`src/rtl/frame_seq_pkg.sv`:
```
package frame_seq_pkg;

   typedef enum logic [1:0] {
      AM_PLAIN   = 2'b00,
      AM_POSTINC = 2'b01,
      AM_PREDEC  = 2'b10,
      AM_RSVD    = 2'b11
   } addr_mode_e;

   typedef enum logic [1:0] {
      ST_IDLE  = 2'b00,
      ST_WRITE = 2'b01,
      ST_READ  = 2'b10
   } seq_state_e;

   // width of a word count applied to the address stepper
   localparam int SKIP_W = 6;

   // fixed frame words
   localparam logic [7:0]  LEG_HDR_TOP  = 8'h1F;
   localparam logic [31:0] LEG_TRAILER  = 32'h7000_0000;
   localparam logic [31:0] CPT_WORD     = 32'h4100_0000;

   // restore versions and their body lengths in words
   localparam logic [7:0] LEG_V_A = 8'h18;
   localparam logic [7:0] LEG_V_B = 8'h38;
   localparam logic [7:0] LEG_V_C = 8'hB4;
   localparam int         LEG_S_A = 6;
   localparam int         LEG_S_B = 14;
   localparam int         LEG_S_C = 45;

   localparam logic [7:0] CPT_V_A = 8'h00;
   localparam logic [7:0] CPT_V_B = 8'h30;
   localparam logic [7:0] CPT_V_C = 8'h60;
   localparam int         CPT_S_A = 0;
   localparam int         CPT_S_B = 11;
   localparam int         CPT_S_C = 23;

endpackage

```
`src/rtl/frame_word_gen.sv`:
```
module frame_word_gen #(
   parameter int         DATA_W    = 32,
   parameter int         LEG_WORDS = 7,
   parameter int         IDX_W     = 3,
   parameter logic [7:0] VERSION   = 8'h18
) (
   input  logic              compact,
   input  logic [IDX_W-1:0]  idx,
   output logic [DATA_W-1:0] word
);
   import frame_seq_pkg::*;

   localparam logic [IDX_W-1:0] LAST_IDX = IDX_W'(LEG_WORDS - 1);
   localparam logic [31:0]      LEG_HDR  = {LEG_HDR_TOP, VERSION, 16'h0000};

   // idx counts in ascending address order within the frame
   always_comb begin
      word = '0;
      if (compact) begin
         if (idx == '0) word = CPT_WORD;
      end else if (idx == '0) begin
         word = LEG_HDR;
      end else if (idx == LAST_IDX) begin
         word = LEG_TRAILER;
      end
   end

endmodule

```
`src/rtl/frame_skip_decode.sv`:
```
module frame_skip_decode #(
   parameter int DATA_W      = 32,
   parameter bit HAS_COMPACT = 1'b1
) (
   input  logic                              compact,
   input  logic [DATA_W-1:0]                 hdr,
   output logic [frame_seq_pkg::SKIP_W-1:0]  skip,
   output logic                              warn
);
   import frame_seq_pkg::*;

   logic             is_null;
   logic [7:0]       ver;
   logic [SKIP_W-1:0] leg_skip, cpt_skip;
   logic             leg_bad, cpt_bad;

   assign is_null = (hdr[31:24] == 8'h00);
   assign ver     = hdr[23:16];

   always_comb begin
      leg_bad  = 1'b0;
      leg_skip = '0;
      unique case (ver)
         LEG_V_A: leg_skip = SKIP_W'(LEG_S_A);
         LEG_V_B: leg_skip = SKIP_W'(LEG_S_B);
         LEG_V_C: leg_skip = SKIP_W'(LEG_S_C);
         default: leg_bad  = 1'b1;
      endcase
   end

   generate
      if (HAS_COMPACT) begin : g_cpt
         always_comb begin
            cpt_bad  = 1'b0;
            cpt_skip = '0;
            unique case (ver)
               CPT_V_A: cpt_skip = SKIP_W'(CPT_S_A);
               CPT_V_B: cpt_skip = SKIP_W'(CPT_S_B);
               CPT_V_C: cpt_skip = SKIP_W'(CPT_S_C);
               default: cpt_bad  = 1'b1;
            endcase
         end
      end else begin : g_no_cpt
         assign cpt_bad  = leg_bad;
         assign cpt_skip = leg_skip;
      end
   endgenerate

   always_comb begin
      if (is_null) begin
         skip = '0;
         warn = 1'b0;
      end else if (compact) begin
         skip = cpt_skip;
         warn = cpt_bad;
      end else begin
         skip = leg_skip;
         warn = leg_bad;
      end
   end

endmodule

```
`src/rtl/frame_addr_step.sv`:
```
module frame_addr_step #(
   parameter int ADDR_W = 32,
   parameter int CNT_W  = 6
) (
   input  logic [ADDR_W-1:0] base,
   input  logic              down,
   input  logic [CNT_W-1:0]  count,
   output logic [ADDR_W-1:0] addr_out
);
   logic [ADDR_W-1:0] delta;

   always_comb begin
      delta = '0;
      delta[CNT_W+1:0] = {count, 2'b00};
      addr_out = down ? (base - delta) : (base + delta);
   end

endmodule

```
`src/rtl/fp_frame_sequencer.sv`:
```
module fp_frame_sequencer #(
   parameter int         ADDR_W      = 32,
   parameter int         DATA_W      = 32,
   parameter int         LEG_WORDS   = 7,
   parameter logic [7:0] VERSION     = 8'h18,
   parameter bit         HAS_COMPACT = 1'b1
) (
   input  logic              clk,
   input  logic              rst_n,
   input  logic              start,
   input  logic              op_restore,
   input  logic [1:0]        am,
   input  logic              compact,
   input  logic [ADDR_W-1:0] start_addr,
   output logic              mem_req,
   output logic              mem_we,
   output logic [ADDR_W-1:0] mem_addr,
   output logic [DATA_W-1:0] mem_wdata,
   input  logic              mem_ack,
   input  logic [DATA_W-1:0] mem_rdata,
   output logic              done,
   output logic [ADDR_W-1:0] end_addr,
   output logic              addr_wb,
   output logic              fmt_warn
);
   import frame_seq_pkg::*;

   localparam int IDX_W = $clog2(LEG_WORDS);
   localparam logic [IDX_W-1:0] LEG_LAST = IDX_W'(LEG_WORDS - 1);
   localparam logic [ADDR_W-1:0] WORD_BYTES = ADDR_W'(4);

   generate
      if (DATA_W != 32) begin : g_chk_data
         $error("fp_frame_sequencer: DATA_W must be 32");
      end
      if (ADDR_W < 8) begin : g_chk_addr
         $error("fp_frame_sequencer: ADDR_W too small");
      end
      if (LEG_WORDS < 2 || LEG_WORDS > 16) begin : g_chk_words
         $error("fp_frame_sequencer: LEG_WORDS out of range");
      end
   endgenerate

   seq_state_e        state;
   logic [ADDR_W-1:0] cur_addr;
   logic [IDX_W-1:0]  cnt;
   logic              down_q, wb_q, comp_q;
   logic              done_q, wbo_q, warn_q;
   logic [ADDR_W-1:0] end_q;

   addr_mode_e        mode_in;
   logic              comp_in;
   logic              last;
   logic [IDX_W-1:0]  last_idx, widx;
   logic [SKIP_W-1:0] skip, step_cnt;
   logic              dec_warn;
   logic [ADDR_W-1:0] step_addr;
   logic [DATA_W-1:0] frame_word;

   assign mode_in = addr_mode_e'(am);

   generate
      if (HAS_COMPACT) begin : g_cpt_sel
         assign comp_in = compact;
      end else begin : g_leg_only
         assign comp_in = 1'b0;
      end
   endgenerate

   assign last_idx = comp_q ? '0 : LEG_LAST;
   assign last     = (cnt == last_idx);
   // descending saves emit the frame from its highest word downward
   assign widx     = down_q ? (last_idx - cnt) : cnt;

   frame_word_gen #(
      .DATA_W    (DATA_W),
      .LEG_WORDS (LEG_WORDS),
      .IDX_W     (IDX_W),
      .VERSION   (VERSION)
   ) u_word (
      .compact (comp_q),
      .idx     (widx),
      .word    (frame_word)
   );

   frame_skip_decode #(
      .DATA_W      (DATA_W),
      .HAS_COMPACT (HAS_COMPACT)
   ) u_skip (
      .compact (comp_q),
      .hdr     (mem_rdata),
      .skip    (skip),
      .warn    (dec_warn)
   );

   // one stepper serves both word advance and final address
   always_comb begin
      if (state == ST_READ) begin
         step_cnt = down_q ? skip : skip + SKIP_W'(1);
      end else begin
         step_cnt = (last && down_q) ? '0 : SKIP_W'(1);
      end
   end

   frame_addr_step #(
      .ADDR_W (ADDR_W),
      .CNT_W  (SKIP_W)
   ) u_step (
      .base     (cur_addr),
      .down     (down_q),
      .count    (step_cnt),
      .addr_out (step_addr)
   );

   always_ff @(posedge clk or negedge rst_n) begin
      if (!rst_n) begin
         state    <= ST_IDLE;
         cur_addr <= '0;
         cnt      <= '0;
         down_q   <= 1'b0;
         wb_q     <= 1'b0;
         comp_q   <= 1'b0;
         done_q   <= 1'b0;
         wbo_q    <= 1'b0;
         warn_q   <= 1'b0;
         end_q    <= '0;
      end else begin
         done_q <= 1'b0;
         wbo_q  <= 1'b0;
         warn_q <= 1'b0;
         unique case (state)
            ST_IDLE: begin
               if (start) begin
                  down_q   <= (mode_in == AM_PREDEC);
                  wb_q     <= (mode_in == AM_PREDEC) || (mode_in == AM_POSTINC);
                  comp_q   <= comp_in;
                  cnt      <= '0;
                  cur_addr <= (mode_in == AM_PREDEC) ? start_addr - WORD_BYTES
                                                     : start_addr;
                  state    <= op_restore ? ST_READ : ST_WRITE;
               end
            end
            ST_WRITE: begin
               if (mem_ack) begin
                  if (last) begin
                     state  <= ST_IDLE;
                     done_q <= 1'b1;
                     wbo_q  <= wb_q;
                     end_q  <= step_addr;
                  end else begin
                     cur_addr <= step_addr;
                     cnt      <= cnt + IDX_W'(1);
                  end
               end
            end
            ST_READ: begin
               if (mem_ack) begin
                  state  <= ST_IDLE;
                  done_q <= 1'b1;
                  wbo_q  <= wb_q;
                  warn_q <= dec_warn;
                  end_q  <= step_addr;
               end
            end
            default: state <= ST_IDLE;
         endcase
      end
   end

   assign mem_req   = (state == ST_WRITE) || (state == ST_READ);
   assign mem_we    = (state == ST_WRITE);
   assign mem_addr  = cur_addr;
   assign mem_wdata = mem_we ? frame_word : '0;
   assign done      = done_q;
   assign end_addr  = end_q;
   assign addr_wb   = wbo_q;
   assign fmt_warn  = warn_q;

   // an outstanding request keeps its contents until acknowledged
   a_r5_hold_req : assert property (@(posedge clk) disable iff (!rst_n)
      (mem_req && !mem_ack) |=> (mem_req && $stable(mem_addr)
                                 && $stable(mem_we) && $stable(mem_wdata)));

   // an accepted start raises a request on the next cycle
   a_r11_req_follows_start : assert property (@(posedge clk) disable iff (!rst_n)
      (state == ST_IDLE && start) |=> mem_req);

   // done is a single-cycle pulse with no request alongside
   a_r11_done_pulse : assert property (@(posedge clk) disable iff (!rst_n)
      done |=> !done);
   a_r11_done_idle : assert property (@(posedge clk) disable iff (!rst_n)
      done |-> !mem_req);

   // the qualifier outputs appear only with done
   a_r9_warn_with_done : assert property (@(posedge clk) disable iff (!rst_n)
      fmt_warn |-> done);
   a_r10_wb_with_done : assert property (@(posedge clk) disable iff (!rst_n)
      addr_wb |-> done);

   // consecutive descending writes step the address down by one word
   a_r3_desc_step : assert property (@(posedge clk) disable iff (!rst_n)
      (mem_req && mem_we && mem_ack && down_q && !last)
         |=> (mem_addr == $past(mem_addr) - WORD_BYTES));

endmodule

```
`config.mk`:
```
export PLATFORM = sky130hd
export DESIGN_NAME = fp_frame_sequencer
export DESIGN_NICKNAME = d
export VERILOG_FILES = /design/src/rtl/frame_seq_pkg.sv /design/src/rtl/frame_word_gen.sv /design/src/rtl/frame_skip_decode.sv /design/src/rtl/frame_addr_step.sv /design/src/rtl/fp_frame_sequencer.sv
export SDC_FILE = /design/constraint.sdc
export NUM_CORES = 1
export LEC_CHECK = 0
export BUFFER_PORTS_ARGS = -buffer_cell sky130_fd_sc_hd__buf_2
export CORE_MARGIN = 2
export CORE_UTILIZATION = 50
export DETAILED_ROUTE_END_ITERATION = 6
export GPL_TIMING_DRIVEN = 0
export PLACE_DENSITY = 0.85
export SLEW_MARGIN = 30
export SYNTH_ARGS = -nofsm -noshare
export SYNTH_HDL_FRONTEND = slang
export SYNTH_SLANG_ARGS = --single-unit
```
`constraint.sdc`:
```
create_clock -name clk -period 7.3 [get_ports clk]
set_input_delay 0.73 -clock clk [delete_from_list [all_inputs] [get_ports clk]]
set_output_delay 0.73 -clock clk [all_outputs]
set_load 0.01 [all_outputs]
```
# After elaboration in Yosys (flattened, before gate mapping)
# Index checks and enable logic that the tools add are counted.
# W data, S select, Z words.
[word_totals]
inputBits = 72
ff_bits = 75
output_inout_bits = 101
elab_cells = 95
[classes]
n_addsub = 6
reduce_logical = 15
eq_ne = 16
muxes = 48
[ops]
columns = ["cell", "n"]
rows = [
  ["$mux W32", 11],
  ["$pmux W32 S2", 2],
  ["$mux W31", 2],
  ["$add A32 B8 Y32", 1],
  ["$sub A32 B3 Y32 const B", 1],
  ["$sub A32 B8 Y32", 1],
  ["$mux W6", 4],
  ["$pmux W6 S3", 1],
  ["$eq A8 B6 Y1 const B", 2],
  ["$logic_not A8 Y1", 2],
  ["$mux W3", 5],
  ["$mux W1", 13],
  ["$reduce_and A4 Y1", 3],
  ["$mux W2", 5],
  ["$pmux W5 S2", 1],
  ["$eq A8 B5 Y1 const B", 1],
  ["$eq A8 B7 Y1 const B", 1],
  ["$eq A8 B8 Y1 const B", 1],
  ["$add A6 B1 Y6 const B", 1],
  ["$ne A2 B2 Y1 const B", 3],
  ["$pmux W2 S3", 1],
  ["$pmux W3 S2", 1],
  ["$reduce_or A3 Y1", 2],
  ["$eq A2 B1 Y1 const B", 2],
  ["other kinds (13)", 18],
]

# Longest topological paths before layout
# Gate-level depths: netlist of run 1.
[logic_depth]
word_depth = 12
mapped_depth = 24
depth_no_buf = 23

# By module
# A second synthesis of run 1 with hierarchy kept.
[hier_totals]
hier_cells = 745
area_unflattened_um2 = 6456.2
[by_module_without_submodules]
columns = ["module", "instances", "area_each_um2", "cells_each", "seq_area_each_um2"]
rows = [
  ["fp_frame_sequencer", 1, 4317.9, 445, 1876.8],
  ["frame_addr_step", 1, 1667.8, 234, 0.0],
  ["frame_word_gen", 1, 257.7, 36, 0.0],
  ["frame_skip_decode", 1, 212.7, 30, 0.0],
]

# Worst setup path before layout of run 1
# No wires, ideal clock.
[synth_path]
kind = "input-to-reg"
start = "input mem_rdata[22]"
end = "register cur_addr[28], in the netlist mem_addr[28]"
t_arrival_ns = 4.629
slack_ns = 2.545
setup_ns = 0.126
stages = 23
cell_sequence = "nand2b_1 -> nor4_1 -> a32oi_1 -> a21oi_1 -> ha_1 -> nor2b_1 -> xnor2_1 -> a21oi_1 -> and2_1 -> ha_1 -> nor2_1 -> inv_1 -> ha_1 -> buf_2 -> a21oi_2 -> o211ai_1 -> a21oi_1 -> a21bo_2 -> a2111oi_4 -> nor2_2 -> a31oi_4 -> xnor2_1 -> a221o_1"
[synth_via]
elab_chain_cells = 12
word_cells_on_any_way = 18
cone_classes = "3 x add/sub; 5 x eq/ne; 10 x mux"
[synth_lines]
columns = ["item", "line", "source"]
rows = [
  ["from (decl)", "fp_frame_sequencer.sv:20", "input logic [DATA_W-1:0] mem_rdata,"],
  ["$eq A8 B8 Y1 (tied with other cells)", "frame_skip_decode.sv:23", "unique case (ver)"],
  ["$pmux W6 S3 / $pmux W5 S2 (equally long branches)", "frame_skip_decode.sv:23, frame_skip_decode.sv:36", ""],
  ["$mux W6 *", "frame_skip_decode.sv:53", "end else if (compact) begin"],
  ["$mux W6 *", "frame_skip_decode.sv:50", "if (is_null) begin"],
  ["$add A6 B1 Y6", "fp_frame_sequencer.sv:99", "step_cnt = down_q ? skip : skip + SKIP_W'(1);"],
  ["$mux W6 *", "fp_frame_sequencer.sv:99", ""],
  ["$mux W6 *", "fp_frame_sequencer.sv:98", "if (state == ST_READ) begin"],
  ["$add A32 B8 Y32 / $sub A32 B8 Y32 (equally long branches)", "frame_addr_step.sv:15", "addr_out = down ? (base - delta) : (base + delta);"],
  ["$mux W32 *", "frame_addr_step.sv:15", ""],
  ["$mux W32 *", "fp_frame_sequencer.sv:145", "if (last) begin"],
  ["$mux W32 *", "fp_frame_sequencer.sv:144", "if (mem_ack) begin"],
  ["$pmux W32 S2 *", "fp_frame_sequencer.sv:131", "unique case (state)"],
  ["to (signal assigned)", "fp_frame_sequencer.sv:138", "cur_addr <= (mode_in == AM_PREDEC) ? start_addr - WORD_BYTES"],
  ["to (signal assigned)", "fp_frame_sequencer.sv:151", "cur_addr <= step_addr;"],
  ["to (decl)", "fp_frame_sequencer.sv:45", "logic [ADDR_W-1:0] cur_addr;"],
]
# Mark *: on every way between the ends. The rest lies on a longest branch, timed or not. The select of a mux whose other input is x is not followed.
# A chain may end at the register's enable or synchronous reset.

# Final worst setup path of run 1
[layout_path]
start = "input mem_rdata[22]"
end = "register end_q[30], in the netlist end_addr[30]"
[layout_via]
elab_chain_cells = 12
word_cells_on_any_way = 19
cone_classes = "3 x add/sub; 5 x eq/ne; 11 x mux"
[layout_lines]
columns = ["item", "line", "source"]
rows = [
  ["$eq A8 B8 Y1 (tied with other cells)", "frame_skip_decode.sv:23", ""],
  ["$pmux W6 S3 / $pmux W5 S2 (equally long branches)", "frame_skip_decode.sv:23, frame_skip_decode.sv:36", ""],
  ["$mux W6 *", "frame_skip_decode.sv:53", ""],
  ["$mux W6 *", "frame_skip_decode.sv:50", ""],
  ["$add A6 B1 Y6", "fp_frame_sequencer.sv:99", ""],
  ["$mux W6 *", "fp_frame_sequencer.sv:99", ""],
  ["$mux W6 *", "fp_frame_sequencer.sv:98", ""],
  ["$add A32 B8 Y32 / $sub A32 B8 Y32 (equally long branches)", "frame_addr_step.sv:15", ""],
  ["$mux W32 *", "frame_addr_step.sv:15", ""],
  ["$mux W32", "fp_frame_sequencer.sv:145", ""],
  ["$mux W32", "fp_frame_sequencer.sv:144", ""],
  ["$pmux W32 S2 *", "fp_frame_sequencer.sv:131", ""],
  ["to (signal assigned)", "fp_frame_sequencer.sv:149", "end_q <= step_addr;"],
  ["to (signal assigned)", "fp_frame_sequencer.sv:162", "end_q <= step_addr;"],
  ["to (decl)", "fp_frame_sequencer.sv:49", "logic [ADDR_W-1:0] end_q;"],
]
# Marked as above.

==> results of run 1 <==
-- layout make-up --
type	instances	share of cell area (%)
tap	143	2.45
clock inverter	7	1.49
multi-input combinational	601	52.0
sequential	75	25.7
buffer	56	4.43
antenna	2	0.0687
clock buffer	9	3.09
timing repair buffer	134	9.54
inverter	22	1.13
-- final timing paths --
path	to	slack, ps	cells past startpoint
min	mem_addr[28]	300	1
min reg2reg	end_addr[29]	470	2
max	end_addr[30]	2090	22
max in group asynchronous	mem_addr[16]	6420	2
min in group clk	end_addr[29]	470	2
max reg2reg	end_addr[30]	2130	21
-- sequential cells by signal, indices dropped and copies added (netlist names) --
| register | count |
|---|---|
| cnt | 3 |
| addr_wb | 1 |
| down_q | 1 |
| fmt_warn | 1 |
| done | 1 |
| mem_addr | 32 |
| end_addr | 32 |
| state | 2 |
| wb_q | 1 |
| comp_q | 1 |
-- worst reg2reg max path, delay by kind of cell (launching register included) --
family | cells | cell delay (ps)
flip-flops | 1 | 350
AO/OA/AOI/OAI | 9 | 1930
buffers and inverters | 2 | 290
AND/OR/NAND/NOR | 4 | 840
multiplexers | 2 | 540
XOR/XNOR | 1 | 150
adder cells (fa/ha/maj) | 3 | 950
-- synth_stat cells (14+ instances only) --
master	n	share of area (%)
a21oi_1	53	4.4
xnor2_1	36	5.3
o21ai_0	52	4.3
dfrtp_1	75	31
nor3_1	14	1.2
nand2_1	139	8.7
buf_4	29	3.6
inv_1	22	1.4
xor2_1	24	3.5
ha_1	40	8.4
clkbuf_1	21	1.3
nor2_1	53	3.3
-- cells in the final DEF (no fill, tap or decap), types with 4 or more instances in the layout --
master | netlist | routed
nand3b_1 | 5 | 5
ha_1 | 40 | 40
mux2_2 | 9 | 9
nor2b_1 | 8 | 8
o21ai_0 | 52 | 52
mux2i_1 | 4 | 4
dfrtp_1 | 75 | 75
o21ai_1 | 5 | 5
a211oi_1 | 5 | 5
o31ai_1 | 5 | 5
a21boi_0 | 4 | 4
buf_4 | 29 | 30
a21o_1 | 13 | 13
buf_2 | 3 | 135
clkbuf_16 | 0 | 9
nand3_1 | 10 | 10
inv_1 | 22 | 22
xnor2_1 | 36 | 36
nor2_1 | 53 | 53
nand2_1 | 139 | 139
conb_1 | 1 | 23
o211ai_1 | 8 | 8
xor2_1 | 24 | 24
nor4_1 | 10 | 10
clkbuf_1 | 21 | 21
or3_1 | 5 | 5
nor3_1 | 14 | 14
a31oi_1 | 6 | 6
and2_1 | 6 | 6
a21oi_1 | 53 | 53
-- cell families after synthesis --
kind of cell             synth area share, %
AND/OR/NAND/NOR                         21.7
AO/OA/AOI/OAI                           19.7
buffers and inverters                   6.76
flip-flops                              31.3
XOR/XNOR                                9.14
adder cells (fa/ha/maj)                 9.02
multiplexers                            2.36
other                                 0.0626
-- through the flow --
| step | worst slack [ps] | power [uW] |
|---|---|---|
| 2_1_floorplan | 2550 | 2460 |
| 3_3_place_gp | 1890 | 3090 |
| 3_5_place_dp | 1840 | 3160 |
| 4_1_cts | 2160 | 3690 |
| 5_1_grt | 1740 | 4010 |
| 6_report | 2090 | 3720 |
-- power by group through the flow --
stage,combinational (uW),sequential (uW),clock (uW)
final,2460,748,509
after global routing,2710,769,527
after CTS,2440,746,508
after detailed placement,2400,752,0
after global placement,2350,747,0
after floorplan,1650,804,0
-- metal layers --
layer	global-route usage, %	vias to the layer above
met4	12.8	0
met1	35.2	2738
met2	43.8	244
li1	-	2852
met5	0	-
met3	6.27	48
==> flow_summary_export.csv, run 1 <==
group,metric,value,unit
worst_setup_path,critical_path_buf_inv_count,2,
power_and_ir_drop,ir_worst_vdd,0.186,mV
cts,cts_made_buffers,9,
worst_setup_path,worstPathRequired,7530,ps
power_and_ir_drop,combinationalPowerShare,66.2,%
detailed_routing,vias,5882,
worst_setup_path,cp_max_fo,5,
logic_synthesis,synth.avg_cell_area,8.19,um2
placed_design,place.gp.congestion,0.947,
floorplanning,die_area,12900,um2
final_layout,multi_input_area,3790,um2
timing,whs,297,ps
placed_design,portBuffers,133,
timing,hold_viol_final,0,
global_route,grt-ovfl-total,0,
logic_synthesis,netlist_area,5990,um2
final_layout,drive_gt1_share,23.6,%
timing,worst_clock_skew,9.61,ps
worst_setup_path,cpLargestDelayFamily,"compound AO/OA/AOI/OAI gates",
worst_setup_path,r2r-start,"comp_q",
timing,fmax,192,MHz
logic_synthesis,synth-edff-count,0,
timing,rsz0062_at_grt,"false",
global_route,grt_max_degree,52,
power_and_ir_drop,clkPwrFrac,13.7,%
detailed_routing,wl,17.5,mm
detailed_routing,wire_per_inst,16.7,um
power_and_ir_drop,p_per_area,511,nW/um2
timing,relSlewSlack,52.1,%
worst_setup_path,critPathLaunchType,"input pin",
logic_synthesis,yosysWarnings,0,
run_status,run_status,"complete, no violations",
detailed_routing,drt_iter0_drc,437,
final_layout,fin_util,63.0,%
final_layout,seq_area,1880,um2
detailed_routing,viasPerCell,5.61,
power_and_ir_drop,pwr-share-seq,20.1,%
timing,setup_viol,0,
global_route,grt_pass1_vias,5591,
cts,cts_sinks,75,
final_layout,nets,1013,
worst_setup_path,crit_arrival,5450,ps
job,maxCapViolCount,0,
cts,post_cts_resize_count,0,
logic_synthesis,async_reset_ff_share,100,%
logic_synthesis,seq_area_frac_synth,31.3,%
detailed_routing,wl_met3,1.48,mm
floorplanning,start_util,51.8,%
cts,clock_latency,350,ps
power_and_ir_drop,p_int,1870,uW
worst_setup_path,worstSetupEndpointType,"register",
global_route,grt_use_total,27.3,%
timing,finalCritPeriodShare,71.4,%
global_route,antenna_found_initial,1,
logic_synthesis,synthFlopType,"dfrtp_1",
cts,holdBufCountCts,0,
final_layout,n_fill_cell,1046,
detailed_routing,drc,0,
global_route,grt_pass1_wl,27.6,mm
final_layout,area_growth,21.6,%
timing,setup_tns,0,ps
power_and_ir_drop,power_leakage,0.00360,uW
logic_synthesis,synth_seq_cells,75,
final_layout,instances_no_fill,1049,
worst_setup_path,startpoint,"mem_rdata[22]",
placed_design,dpl.hpwl,13.4,mm
cts,cts_root_buf,"clkbuf_16",
logic_synthesis,syn_inst,732,
cts,clock_path_buffers,2,
detailed_routing,first_pass_iters,5,
logic_synthesis,synth.distinct_cells,72,
min_path,min_path_type,"in2async",
cts,cts_setup_buffers,0,
power_and_ir_drop,swShare,49.9,%
floorplanning,row_count,39,
worst_setup_path,crit_chain,"buf_2 -> nand2b_1 -> nor4_1 -> a32oi_1 -> a21oi_1 -> ha_1 -> mux2_2 -> nand2_1 -> ha_1 -> nor2b_1 -> a31oi_1 -> inv_1 -> fa_1 -> nor2b_1 -> o31ai_2 -> a21oi_2 -> a21bo_2 -> a2111oi_4 -> o31ai_1 -> a21oi_1 -> xnor2_1 -> mux2_2",
worst_setup_path,path_class,"in2reg",
placed_design,dp.cells,1031,
worst_setup_path,cp_slowest_stage_delay,440,ps
detailed_routing,wl_met2,8.16,mm
floorplanning,chipHeight,113,um
power_and_ir_drop,p_switching,1860,uW
detailed_routing,drtAntennaViolNets,0,
detailed_routing,drt-met1-wl,7.28,mm
floorplanning,io_pins,173,
detailed_routing,highest_layer,"met4",
floorplanning,dieWidth,113,um
placed_design,dpl_cell_area,6950,um2
cts,htree_levels,3,
floorplanning,coreArea,11600,um2
timing,drv_slew,0,
worst_setup_path,cpMaxStageDelayCell,"fa_1",
cts,clk_pin_slew_worst_paths,60,ps
timing,worstMarginPinSlew,718,ps
cts,cts_tree,"built",
timing,finalCriticalPeriod,5210,ps
final_layout,final_area,7290,um2
(Power assumes the default switching activity.)
==> inputs of run 2 (changes only) <==
--- a/config.mk
+++ b/config.mk
@@ -7,10 +7,10 @@
 export LEC_CHECK = 0
 export BUFFER_PORTS_ARGS = -buffer_cell sky130_fd_sc_hd__buf_2
 export CORE_MARGIN = 2
-export CORE_UTILIZATION = 50
+export CORE_UTILIZATION = 48
 export DETAILED_ROUTE_END_ITERATION = 6
 export GPL_TIMING_DRIVEN = 0
-export PLACE_DENSITY = 0.85
+export PLACE_DENSITY = 0.86
 export SLEW_MARGIN = 30
 export SYNTH_ARGS = -nofsm -noshare
 export SYNTH_HDL_FRONTEND = slang
==> constraint.sdc (replaced) <==
create_clock -name clk -period 4.4 [get_ports clk]
set_input_delay 0.44 -clock clk [delete_from_list [all_inputs] [get_ports clk]]
set_output_delay 0.44 -clock clk [all_outputs]
set_load 0.01 [all_outputs]
==> run 2 against run 1 <==
  * The flow now finishes with violations (negative setup slack)
  * Power up 88%
  * Non-clock buffer count up 35
  * Largest power group unchanged
  * Register-to-register slack worse by 2400 ps
  * Global-route usage up 1.2 points
  * Critical path depth down 1
  * Critical path type is now reg2reg
  * Sequential share of layout area down 2.2 points
  * Clock skew down 1.9 ps
  * Combinational power up 100%
==> flow_summary_export.csv, run 2 (synthesis gave the netlist of run 1 again) <==
group,metric,value,unit
run_status,run_status,"finished, violations left",
run_status,violations,"negative setup slack",
cts,cts_made_buffers,9,
cts,htree_levels,3,
final_layout,final_cell_mix,"nand2_1 (136), buf_2 (133), dfrtp_1 (75)",
timing,finalCritPeriodShare,105,%
floorplanning,chipHeight,116,um
placed_design,place.gp.congestion,0.965,
cts,cts_sinks,75,
final_layout,final_area,7970,um2
timing,setup_viol,22,
timing,rsz0062_at_grt,"true",
detailed_routing,drc,0,
power_and_ir_drop,ir_worst_vdd,0.380,mV
final_layout,final_common_cell,"nand2_1",
cts,clk_pin_slew_worst_paths,60,ps
cts,clock_latency,350,ps
cts,cts_tree,"built",
placed_design,dpl_cell_area,6990,um2
worst_setup_path,worstPathRequired,4630,ps
floorplanning,dieWidth,116,um
final_layout,drive_gt1_share,33.0,%
detailed_routing,wire_per_inst,17.8,um
cts,holdBufCountCts,0,
global_route,grt_pass1_vias,5836,
global_route,antenna_found_initial,1,
timing,worstMarginPinSlew,687,ps
power_and_ir_drop,power,7010,uW
placed_design,portBuffers,133,
worst_setup_path,critPathLaunchType,"register",
detailed_routing,drt-met1-wl,7.85,mm
final_layout,nets,1048,
timing,fmax,216,MHz
worst_setup_path,worstRegToRegCells,21,
floorplanning,start_util,49.5,%
worst_setup_path,timing.rr.end,"mem_addr[28]",
power_and_ir_drop,p_per_area,880,nW/um2
cts,clock_path_buffers,2,
final_layout,seq_area,1880,um2
global_route,grt_max_degree,47,
worst_setup_path,r2r_slack,-230,ps
global_route,grt-ovfl-total,0,
detailed_routing,highest_layer,"met4",
placed_design,dp_slack,-671,ps
detailed_routing,viasPerCell,5.76,
timing,hold_viol_final,0,
timing,setup_ws,-231,ps
worst_setup_path,r2r-start,"comp_q",
floorplanning,io_pins,173,
timing,relSlewSlack,54.2,%
worst_setup_path,crit_arrival,4860,ps
job,maxCapViolCount,0,
min_path,min_path_type,"in2async",
floorplanning,die_area,13400,um2
detailed_routing,first_pass_iters,5,
worst_setup_path,path_class,"reg2reg",
worst_setup_path,cp-endpoint,"mem_addr[28]",
detailed_routing,drtAntennaViolNets,0,
global_route,grt_use_total,28.5,%
detailed_routing,wl,19.8,mm
detailed_routing,vias,6383,
timing,drv_slew,0,
timing,worst_clock_skew,7.69,ps
detailed_routing,wl_met3,1.98,mm
floorplanning,row_count,40,
power_and_ir_drop,power_leakage,0.00387,uW
detailed_routing,wl_met2,9.20,mm
final_layout,multi_input_area,4200,um2
final_layout,area_growth,33.0,%
detailed_routing,drt_iter0_drc,514,
timing,finalCriticalPeriod,4630,ps
worst_setup_path,cp_max_fo,6,
cts,cts_root_buf,"clkbuf_16",
worst_setup_path,startpoint,"comp_q",
floorplanning,coreArea,12100,um2
worst_setup_path,worstSetupEndpointType,"register",
global_route,grt_pass1_wl,29.5,mm
placed_design,dpl.hpwl,13.6,mm
final_layout,n_fill_cell,999,
==> run 2: what timing repair did <==
item | CTS | global route
gates resized for setup | 42 | 51
setup endpoints to repair | 36 | 36
setup buffers | 32 | 7
gates cloned | 0 | 0
pin swaps | 50 | 30
==> run 2: area by class of cell <==
cell class | count | share of cell area [%]
multi-input cells | 601 | 52.7
clock inverters | 5 | 0.659
inverters | 22 | 1.04
plain buffers | 53 | 3.99
clock buffers | 11 | 3.05
repair buffers | 172 | 12.4
diodes | 1 | 0.0314
well taps | 168 | 2.64
flip-flops and latches | 75 | 23.5
==> run 2: per-stage QoR <==
step                TNS [ps]  hold slack, ps  cells  util, %
global route           -6370            65.2   1107     65.8
CTS                    -1030            50.6   1102     63.6
finish                 -2690            32.8   1108     65.8
floorplan              -6.59             144    754        -
global placement      -12520             456   1055     57.5
detailed placement    -14000             409   1056     57.7
==> run 2: where the power goes <==
group          switching (uW)  total, uW  internal (uW)
combinational            2910       4990           2080
clock                     305        757            452
sequential                254       1270           1010
total                    3470       7010           3550
==> run 2: critical path: stages (launching register included) <==
cell	delay (ps)
dfrtp_1	370
buf_6	130
or3_4	390
a21oi_4	180
and2_4	190
ha_4	120
nor2b_4	150
xnor2_2	140
a21oi_2	90
and2_1	180
ha_1	290
mux2i_2	220
ha_1	280
or2_1	260
a31oi_2	160
a21oi_2	70
a21bo_2	250
a2111oi_4	370
nor2_2	100
a31oi_4	190
xnor2_2	100
a221o_1	300
==> run 2: worst min-delay path by stage <==
stage / end / slack [ps]
after global placement: end_addr[13] / 460
after global routing: mem_addr[28] / 70
after detailed placement: end_addr[20] / 410
after floorplan: addr_wb / 140
after CTS: mem_addr[28] / 50
final: end_addr[20] / 30
==> run 2: routing by layer <==
metal | track usage [%] | vias to the layer above
met4 | 12.3 | 0
met5 | 0 | -
met1 | 36.4 | 3000
met3 | 6.96 | 61
li1 | - | 2923
met2 | 46.4 | 399
